`src/rtl/rot_pkg.sv`:
```
package rot_pkg;
    localparam int ROT_NUM_IDS = 8;
    localparam int ROT_NUM_SLV = 4;
    localparam int ROT_CNT_W   = 4;

    typedef enum logic [1:0] {
        OP_HOLD = 2'd0,
        OP_INC  = 2'd1,
        OP_DEC  = 2'd2
    } rot_op_e;
endpackage

```
`src/rtl/rot_id_entry.sv`:
```
module rot_id_entry
    import rot_pkg::*;
#(
    parameter int CNT_W = ROT_CNT_W,
    parameter int SLV_W = 2
) (
    input  logic             clk,
    input  logic             rst_n,
    input  logic             inc,
    input  logic             dec,
    input  logic [SLV_W-1:0] slv_in,
    output logic [CNT_W-1:0] cnt_o,
    output logic [SLV_W-1:0] slv_o,
    output logic             uflow_o
);
    typedef struct packed {
        logic [CNT_W-1:0] cnt;
        logic [SLV_W-1:0] slv;
    } ent_t;

    ent_t    st_d, st_q;
    rot_op_e op;
    logic    dec_ok;

    always_comb begin
        uflow_o = dec && (st_q.cnt == '0);
        dec_ok  = dec && (st_q.cnt != '0);
        if (inc && !dec_ok)      op = OP_INC;
        else if (dec_ok && !inc) op = OP_DEC;
        else                     op = OP_HOLD;
        st_d = st_q;
        case (op)
            OP_INC: begin
                st_d.cnt = st_q.cnt + 1'b1;
                st_d.slv = slv_in;
            end
            OP_DEC: begin
                st_d.cnt = st_q.cnt - 1'b1;
                if (st_q.cnt == CNT_W'(1)) st_d.slv = '0;
            end
            default: st_d = st_q;
        endcase
    end

    always_ff @(posedge clk) begin
        if (!rst_n) st_q <= '0;
        else        st_q <= st_d;
    end

    assign cnt_o = st_q.cnt;
    assign slv_o = st_q.slv;
endmodule

```
`src/rtl/rot_stall_check.sv`:
```
module rot_stall_check #(
    parameter int NUM_IDS = 8,
    parameter int CNT_W   = 4,
    parameter int SLV_W   = 2,
    localparam int ID_W   = (NUM_IDS > 1) ? $clog2(NUM_IDS) : 1
) (
    input  logic [NUM_IDS-1:0][CNT_W-1:0] cnt_all,
    input  logic [NUM_IDS-1:0][SLV_W-1:0] slv_all,
    input  logic                          ar_valid,
    input  logic [ID_W-1:0]               ar_id,
    input  logic [SLV_W-1:0]              ar_slv,
    output logic                          stall
);
    logic [CNT_W-1:0] sel_cnt;
    logic [SLV_W-1:0] sel_slv;
    logic             busy, other_slave, full;

    always_comb begin
        sel_cnt     = cnt_all[ar_id];
        sel_slv     = slv_all[ar_id];
        busy        = (sel_cnt != '0);
        other_slave = busy && (sel_slv != ar_slv);
        full        = (sel_cnt == {CNT_W{1'b1}});
        stall       = ar_valid && (other_slave || full);
    end
endmodule

```
`src/rtl/rd_order_tracker.sv`:
```
module rd_order_tracker
    import rot_pkg::*;
#(
    parameter int NUM_IDS = ROT_NUM_IDS,
    parameter int NUM_SLV = ROT_NUM_SLV,
    parameter int CNT_W   = ROT_CNT_W,
    localparam int ID_W   = (NUM_IDS > 1) ? $clog2(NUM_IDS) : 1,
    localparam int SLV_W  = (NUM_SLV > 1) ? $clog2(NUM_SLV) : 1
) (
    input  logic                     clk,
    input  logic                     rst_n,
    input  logic                     ar_valid,
    input  logic                     ar_ready,
    input  logic [ID_W-1:0]          ar_id,
    input  logic [SLV_W-1:0]         ar_slv,
    input  logic                     r_last_done,
    input  logic [ID_W-1:0]          r_done_id,
    output logic                     ar_stall,
    output logic [NUM_IDS*CNT_W-1:0] id_count,
    output logic                     underflow_err
);
    logic [NUM_IDS-1:0][CNT_W-1:0] cnt_all;
    logic [NUM_IDS-1:0][SLV_W-1:0] slv_all;
    logic [NUM_IDS-1:0]            inc_vec, dec_vec, uflow_vec;
    logic                          accept;

    typedef struct packed {
        logic err;
    } top_st_t;

    top_st_t st_d, st_q;

    rot_stall_check #(
        .NUM_IDS(NUM_IDS), .CNT_W(CNT_W), .SLV_W(SLV_W)
    ) u_stall (
        .cnt_all (cnt_all),
        .slv_all (slv_all),
        .ar_valid(ar_valid),
        .ar_id   (ar_id),
        .ar_slv  (ar_slv),
        .stall   (ar_stall)
    );

    assign accept = ar_valid && ar_ready && !ar_stall;

    for (genvar i = 0; i < NUM_IDS; i++) begin : g_id
        assign inc_vec[i] = accept && (ar_id == ID_W'(i));
        assign dec_vec[i] = r_last_done && (r_done_id == ID_W'(i));

        rot_id_entry #(.CNT_W(CNT_W), .SLV_W(SLV_W)) u_entry (
            .clk    (clk),
            .rst_n  (rst_n),
            .inc    (inc_vec[i]),
            .dec    (dec_vec[i]),
            .slv_in (ar_slv),
            .cnt_o  (cnt_all[i]),
            .slv_o  (slv_all[i]),
            .uflow_o(uflow_vec[i])
        );
    end

    always_comb begin
        st_d     = st_q;
        st_d.err = st_q.err || (|uflow_vec);
    end

    always_ff @(posedge clk) begin
        if (!rst_n) st_q <= '0;
        else        st_q <= st_d;
    end

    assign id_count      = cnt_all;
    assign underflow_err = st_q.err;
endmodule

```
`config.mk`:
```
export PLATFORM = sky130hd
export DESIGN_NAME = rd_order_tracker
export DESIGN_NICKNAME = d
export VERILOG_FILES = /design/src/rtl/rot_pkg.sv /design/src/rtl/rot_id_entry.sv /design/src/rtl/rot_stall_check.sv /design/src/rtl/rd_order_tracker.sv
export SDC_FILE = /design/constraint.sdc
export NUM_CORES = 1
export LEC_CHECK = 0
export BUFFER_PORTS_ARGS = -buffer_cell sky130_fd_sc_hd__buf_2
export CORE_AREA = 3 3 95 97
export CTS_CLUSTER_SIZE = 16
export DETAILED_ROUTE_END_ITERATION = 8
export DIE_AREA = 0 0 98 100
export GPL_TIMING_DRIVEN = 0
export MAX_ROUTING_LAYER = met4
export PLACE_DENSITY = 0.66
export RECOVER_POWER = 100
export SLEW_MARGIN = 10
export SYNTH_ARGS = -nofsm -noshare
export SYNTH_HDL_FRONTEND = slang
export SYNTH_SLANG_ARGS = --single-unit
```
`constraint.sdc`:
```
create_clock -name clk -period 9 [get_ports clk]
set_input_delay 0.9 -clock clk [delete_from_list [all_inputs] [get_ports clk]]
set_output_delay 0.9 -clock clk [all_outputs]
set_load 0.02 [all_outputs]
```
## Word-level counts from Yosys, hierarchy flattened

Index checks and enable logic that the tools add are counted.

| word-level totals | value |
|---|---|
| bits in registers | 49 |
| input port bits | 13 |
| word-level logic and storage cells | 225 |

| operators by class | value |
|---|---|
| add/sub/neg operators | 16 |
| order comparisons | 1 |
| equality and inequality tests | 48 |
| muxes and demuxes | 36 |
| reduce and logical (&&, ||, !) cells | 107 |

Operators by type and width:

| cell | number |
|---|---|
| 6-bit case mux with 2 select lines | 8 |
| 1-bit logical AND | 52 |
| 2-bit 2-to-1 mux | 25 |
| 4-bit nonzero test | 9 |
| 4-bit by 1-bit adder with 4-bit output, second input constant | 8 |
| 4-bit by 1-bit == test with 1-bit output, second input constant | 8 |
| 4-bit zero test | 8 |
| 4-bit by 1-bit subtractor with 4-bit output, second input constant | 8 |
| 3-bit == test, second input constant | 8 |
| 1-bit zero test | 17 |
| 2-bit by 1-bit == test with 1-bit output, second input constant | 8 |
| 2-bit == test, second input constant | 8 |
| 2-bit by 1-bit != test with 1-bit output, second input constant | 8 |
| 2-bit AND reduction | 8 |
| 2-bit nonzero test | 8 |
| 4-bit binary-select mux with 3-bit select | 1 |
| 3-bit by 2-bit == test with 1-bit output, second input constant | 4 |
| 8-bit OR reduction | 1 |
| 2-bit binary-select mux with 3-bit select | 1 |
| 3-bit by 1-bit == test with 1-bit output, second input constant | 2 |
| 3-bit zero test | 2 |
| 4-bit == test, second input constant | 1 |
| 3-bit by 4-bit less-than comparator with 1-bit output, second input constant | 1 |
| 4-bit 2-to-1 mux | 1 |
| other kinds (2) | 3 |

## Depth between registers and ports, before layout

| depth | value |
|---|---|
| word-level depth | 16 |
| gate-level depth with buffers | 14 |
| mapped depth without buffers | 11 |

## Modules after synthesis

A second synthesis with hierarchy kept.

| second synthesis, totals | value |
|---|---|
| cell total of the unflattened synthesis | 451 |
| area total of the unflattened synthesis | 4003.8 um2 |

By module, submodules not included:

| module | times used | cells each | area an instance (um2) |
|---|---|---|---|
| rot_id_entry | 8 | 49 | 419.2 |
| rot_stall_check | 1 | 27 | 445.4 |
| rd_order_tracker | 1 | 32 | 205.2 |

## Worst setup path after synthesis

No wires, ideal clock.

| timing | value |
|---|---|
| path kind | input port to flip-flop |
| start point | in ar_id[2] |
| end point | reg g_id[5].u_entry.st_q, in the netlist g_id[5].u_entry.cnt_o[3] |
| setup time | 115 ps |
| arrival time | 3622 ps |
| slack | 5263 ps |
| cell stages on the path | 14 |
| path through | buf_6 buf_6 nor2b_4 a22o_1 nor3_1 nor4_1 a22oi_2 buf_2 or2_1 ha_1 or4b_2 a21oi_1 xor2_1 and2_1 |

| between the ends | value |
|---|---|
| word-level cells in the longest chain between the ends | 15 |
| elaborated cells between the ends (all ways) | 23 |
| those cells by class | eq/ne: 5; mux: 7; reduce/logical: 11 |

RTL lines:

| item | RTL line | text |
|---|---|---|
| start: declaration | rd_order_tracker.sv:14 | `input logic [ID_W-1:0] ar_id,` |
| 4-bit binary-select mux with 3-bit select or 2-bit binary-select mux with 3-bit select (tied branches) | rot_stall_check.sv:19, rot_stall_check.sv:20 |  |
| 4-bit 2-to-1 mux (not written as such) or 2-bit 2-to-1 mux (tied branches) | rot_stall_check.sv:19, rot_stall_check.sv:20 |  |
| 4-bit nonzero test or 2-bit != test (tied branches) | rot_stall_check.sv:21, rot_stall_check.sv:22 |  |
| 1-bit logical AND | rot_stall_check.sv:22 | `other_slave = busy && (sel_slv != ar_slv);` |
| 1-bit logical OR | rot_stall_check.sv:24 | `stall = ar_valid && (other_slave \|\| full);` |
| 1-bit logical AND | rot_stall_check.sv:24 |  |
| 1-bit zero test | rd_order_tracker.sv:44 | `assign accept = ar_valid && ar_ready && !ar_stall;` |
| 1-bit logical AND | rd_order_tracker.sv:44 |  |
| 1-bit logical AND (*) | rd_order_tracker.sv:47 | `assign inc_vec[i] = accept && (ar_id == ID_W'(i));` |
| 1-bit zero test | rot_id_entry.sv:29 | `else if (dec_ok && !inc) op = OP_DEC;` |
| 1-bit logical AND | rot_id_entry.sv:29 |  |
| 2-bit 2-to-1 mux | rot_id_entry.sv:29 |  |
| 2-bit 2-to-1 mux (*) | rot_id_entry.sv:28 | `if (inc && !dec_ok) op = OP_INC;` |
| 2-bit == test or 2-bit by 1-bit == test with 1-bit output (tied branches) | rot_id_entry.sv:32 | `case (op)` |
| 6-bit case mux with 2 select lines or 2-bit nonzero test (tied branches) | - |  |
| end signal: assignment | rot_id_entry.sv:47 | `else st_q <= st_d;` |
| end: declaration | rot_id_entry.sv:21 | `ent_t st_d, st_q;` |

Mark *: on every way between the ends. The rest lies on a longest branch, timed or not. The select of a mux whose other input is x is not followed.
A chain may end at the register's enable or synchronous reset.

## Final worst setup path

| timing | value |
|---|---|
| start point | in ar_id[0] |
| end point | out ar_stall |

| between the ends | value |
|---|---|
| word-level cells in the longest chain between the ends | 6 |
| elaborated cells between the ends (all ways) | 10 |
| those cells by class | eq/ne: 2; mux: 4; reduce/logical: 4 |

RTL lines:

| item | RTL line | text |
|---|---|---|
| 4-bit binary-select mux with 3-bit select or 2-bit binary-select mux with 3-bit select (tied branches) | rot_stall_check.sv:19, rot_stall_check.sv:20 |  |
| 4-bit 2-to-1 mux (not written as such) or 2-bit 2-to-1 mux (tied branches) | rot_stall_check.sv:19, rot_stall_check.sv:20 |  |
| 4-bit nonzero test or 2-bit != test (tied branches) | rot_stall_check.sv:21, rot_stall_check.sv:22 |  |
| 1-bit logical AND | rot_stall_check.sv:22 |  |
| 1-bit logical OR (*) | rot_stall_check.sv:24 |  |
| 1-bit logical AND (*) | rot_stall_check.sv:24 |  |
| end: declaration | rd_order_tracker.sv:18 | `output logic ar_stall,` |

Marks and branches as above.

==> reports/metrics.cfg <==
[cts]
h-tree-depth = 2
worstSkewPairLatency_ps = 320
cts_made_buffers = 5
cts_root_buf = clkbuf_8
cts.clk_slew.worst_paths_ps = 100
cts_setup_buffers = 0
clock_sinks = 49
clk_path_buf_depth = 2
cts_resized = 0
cts_hold_buf = 0
cts_tree = built

[floorplan]
die_y_um = 100
initial_core_util_pct = 44.6
core-area_mm2 = 0.00822
pin_count = 47
die_x_um = 98
row_count = 33
dieArea_mm2 = 0.00980

[timing]
fin_skew_ps = 9.24
period_needed_ps = 4870
worstMarginPinSlew_ps = 808
report.final.slew_viol_count = 0
finalSetupViolCount = 0
fin_setup_tns_ps = 0
max_freq_mhz = 205
worst_slack_ps = 4130
final.period_utilization_pct = 54.1
rsz0062_at_grt = false
hold_viol_final = 0
slew_headroom_pct = 46.1

[worst_setup_path]
path_class = primary input to primary output
reg2reg_slack_ps = 5090
critical_path_arrival_ps = 3970
r2r-end = g_id[5].u_entry.cnt_o[3]$_SDFFE_PN0P_
required_ps = 8100
end_kind = primary output
worstPathMaxFanout = 10
worstSetupStartpointType = primary input
rr_worst_depth = 11
reg2reg_from = g_id[5].u_entry.cnt_o[0]$_SDFFE_PN0P_

[drt]
viasPerCell = 5.57
routedWlPerCell_um = 16.9
ant_nets = 0
drt_iter0_drc = 183
dr_total_vias = 3098
routed_wl_mm = 9.41
drc_errors = 0
drtPass1Iterations = 5

[placed_design]
dp_hpwl_mm = 7.10
pre_cts_ws_ps = 4740
gp_congestion = 0.929
portBuffers = 40

[synthesis]
yosys.area_share.adder_pct = 14.3
synth_area_mm2 = 0.00366
synth_top_family_by_area = simple AND/OR/NAND/NOR gates
ys_async_sr_fraction_pct = 0
synth-seq-area-share_pct = 26.8
muxShareOfSynthArea_pct = 11.2
synth_compound_area_share_pct = 12.7
postSynthCellCount = 403
synth_seq_cells = 49
yosysWarnings = 0
synthesis.nets = 458
yosys.area_share.simple_pct = 24.1
yosys.area_share.xor_xnor_pct = 5.74
synth_edf_count = 0
synth.distinct_cells = 45
syn_area_per_cell_um2 = 9.09
synthFlopType = dfxtp_1

[cells_and_area]
fin_nets = 505
nFillCells = 817
drive_gt1_share_pct = 8.87
fin_util_pct = 49.4
regArea_um2 = 981
antenna_cells = 0
multi_input_comb_area_mm2 = 0.00249
final_common_cell = dfxtp_1
final_cell_mix = dfxtp_1 (49), clkbuf_1 (45), ha_1 (42)
area_growth_pct = 10.8

[min_path]
min_path_cells = 2
min-delay-start = g_id[4].u_entry.slv_o[0]$_SDFFE_PN0P_
worstHoldEndpoint = g_id[4].u_entry.slv_o[0]$_SDFFE_PN0P_
hold_path_class = flip-flop to flip-flop

[power]
vdd_drop_max_uv = 64.4
p_leak_nw = 1.56
power.density_mw_per_mm2 = 109

[grt]
grt_pass1_wl_mm = 15.0
grt_max_degree = 16
first_global_vias = 2874
overflow = 0
grt_antenna_before_repair = 0
gr-usage-all-layers_pct = 19.9

[run]
drv_cap = 0

[run_status]
status = complete, no violations

==> cell families (layout without fill, tap and decap cells) <==
logic type | after synthesis | in the layout
buffers and inverters | 39 | 87
AO/OA/AOI/OAI | 69 | 69
adder cells (fa/ha/maj) | 42 | 42
multiplexers | 29 | 29
AND/OR/NAND/NOR | 151 | 151
flip-flops | 49 | 49
XOR/XNOR | 24 | 24
==> worst max-delay path by stage <==
| stage | slack [ps] | to | from | cells past startpoint |
|---|---|---|---|---|
| floorplan | 5260 | g_id[5].u_entry.cnt_o[3]$_SDFFE_PN0P_ | ar_id[2] | 14 |
| global placement | 4750 | g_id[5].u_entry.cnt_o[3]$_SDFFE_PN0P_ | ar_id[0] | 15 |
| detailed placement | 4740 | g_id[5].u_entry.cnt_o[3]$_SDFFE_PN0P_ | ar_id[0] | 15 |
| CTS | 5050 | ar_stall | ar_id[0] | 11 |
| global route | 3830 | g_id[5].u_entry.cnt_o[3]$_SDFFE_PN0P_ | ar_id[0] | 14 |
| finish | 4130 | ar_stall | ar_id[0] | 10 |
==> critical path: stages <==
cell and delay, ps:
clkbuf_1 110, clkbuf_1 630, mux2_2 420, o22ai_1 230
o21a_1 200, nor4_1 50, a22oi_1 580, clkbuf_1 470
and2_0 210, buf_2 170
==> through the flow <==
| step | hold slack, ps | total power (W) | area (µm²) | instances |
|---|---|---|---|---|
| 3_5_place_dp | 506 | 0.000277 | 3990 | 548 |
| 3_3_place_gp | 500 | 0.000276 | 3990 | 548 |
| 5_1_grt | 560 | 0.000457 | 4060 | 556 |
| 2_1_floorplan | 482 | 0.000261 | 3660 | 403 |
| 4_1_cts | 537 | 0.000447 | 4110 | 556 |
| 6_report | 532 | 0.000443 | 4060 | 556 |
==> final cells by class <==
| type | count | area share, % |
|---|---|---|
| multi-input combinational | 315 | 61.3 |
| sequential | 49 | 24.2 |
| timing repair buffer | 40 | 3.89 |
| tap | 105 | 3.24 |
| inverter | 24 | 2.22 |
| buffer | 15 | 2.19 |
| clock buffer | 6 | 2.04 |
| clock inverter | 2 | 0.925 |
==> registers in the layout (all words and copies together), names as in the netlist <==
signal / cells
g_id.u_entry.cnt_o: 32
underflow_err: 1
g_id.u_entry.slv_o: 16
==> cell usage after synthesis (2+ instances only) <==
cell type / n / area share (%)
nor4_1: 4 / 0.68
mux2_2: 4 / 1.2
buf_2: 2 / 0.27
nor3_1: 4 / 0.55
a22o_1: 2 / 0.48
mux2i_1: 16 / 4.4
nand3_1: 6 / 0.82
nand2b_1: 4 / 0.68
a31oi_1: 8 / 1.4
nor2b_1: 27 / 4.6
mux4_2: 8 / 4.9
nand4b_1: 8 / 1.9
clkbuf_1: 9 / 0.92
or3_1: 10 / 1.7
and2_1: 26 / 4.4
dfxtp_1: 49 / 27
nor2_1: 18 / 1.8
o21a_1: 2 / 0.41
ha_1: 42 / 14
a21oi_1: 8 / 1.1
o21ai_0: 16 / 2.2
a21boi_0: 9 / 1.8
xor2_1: 8 / 1.9
xnor2_1: 16 / 3.8
nand4_1: 4 / 0.68
inv_1: 24 / 2.5
a22oi_1: 16 / 3.3
or2_2: 2 / 0.34
nand2_1: 25 / 2.6
buf_6: 3 / 0.92
or4b_2: 6 / 1.6
or4_1: 3 / 0.61
o22ai_1: 2 / 0.34
==> power breakdown <==
group,leakage (nW),switching [W],internal (W),total [W]
combinational,1.10,0.0000290,0.0000198,0.0000488
clock,0.0574,0.0000819,0.0000905,0.000172
sequential,0.395,0.00000324,0.000219,0.000222
==> routing by layer <==
metal | part of all wire, % | GRT usage (%) | vias up
li1 | - | - | 1518
met1 | 46 | 25.9 | 1486
met2 | 48 | 32.9 | 82
met3 | 4.7 | 2.78 | 12
met4 | 1.3 | 4.79 | 0
met5 | 0 | - | -
Power figures use the tool's default switching activity.
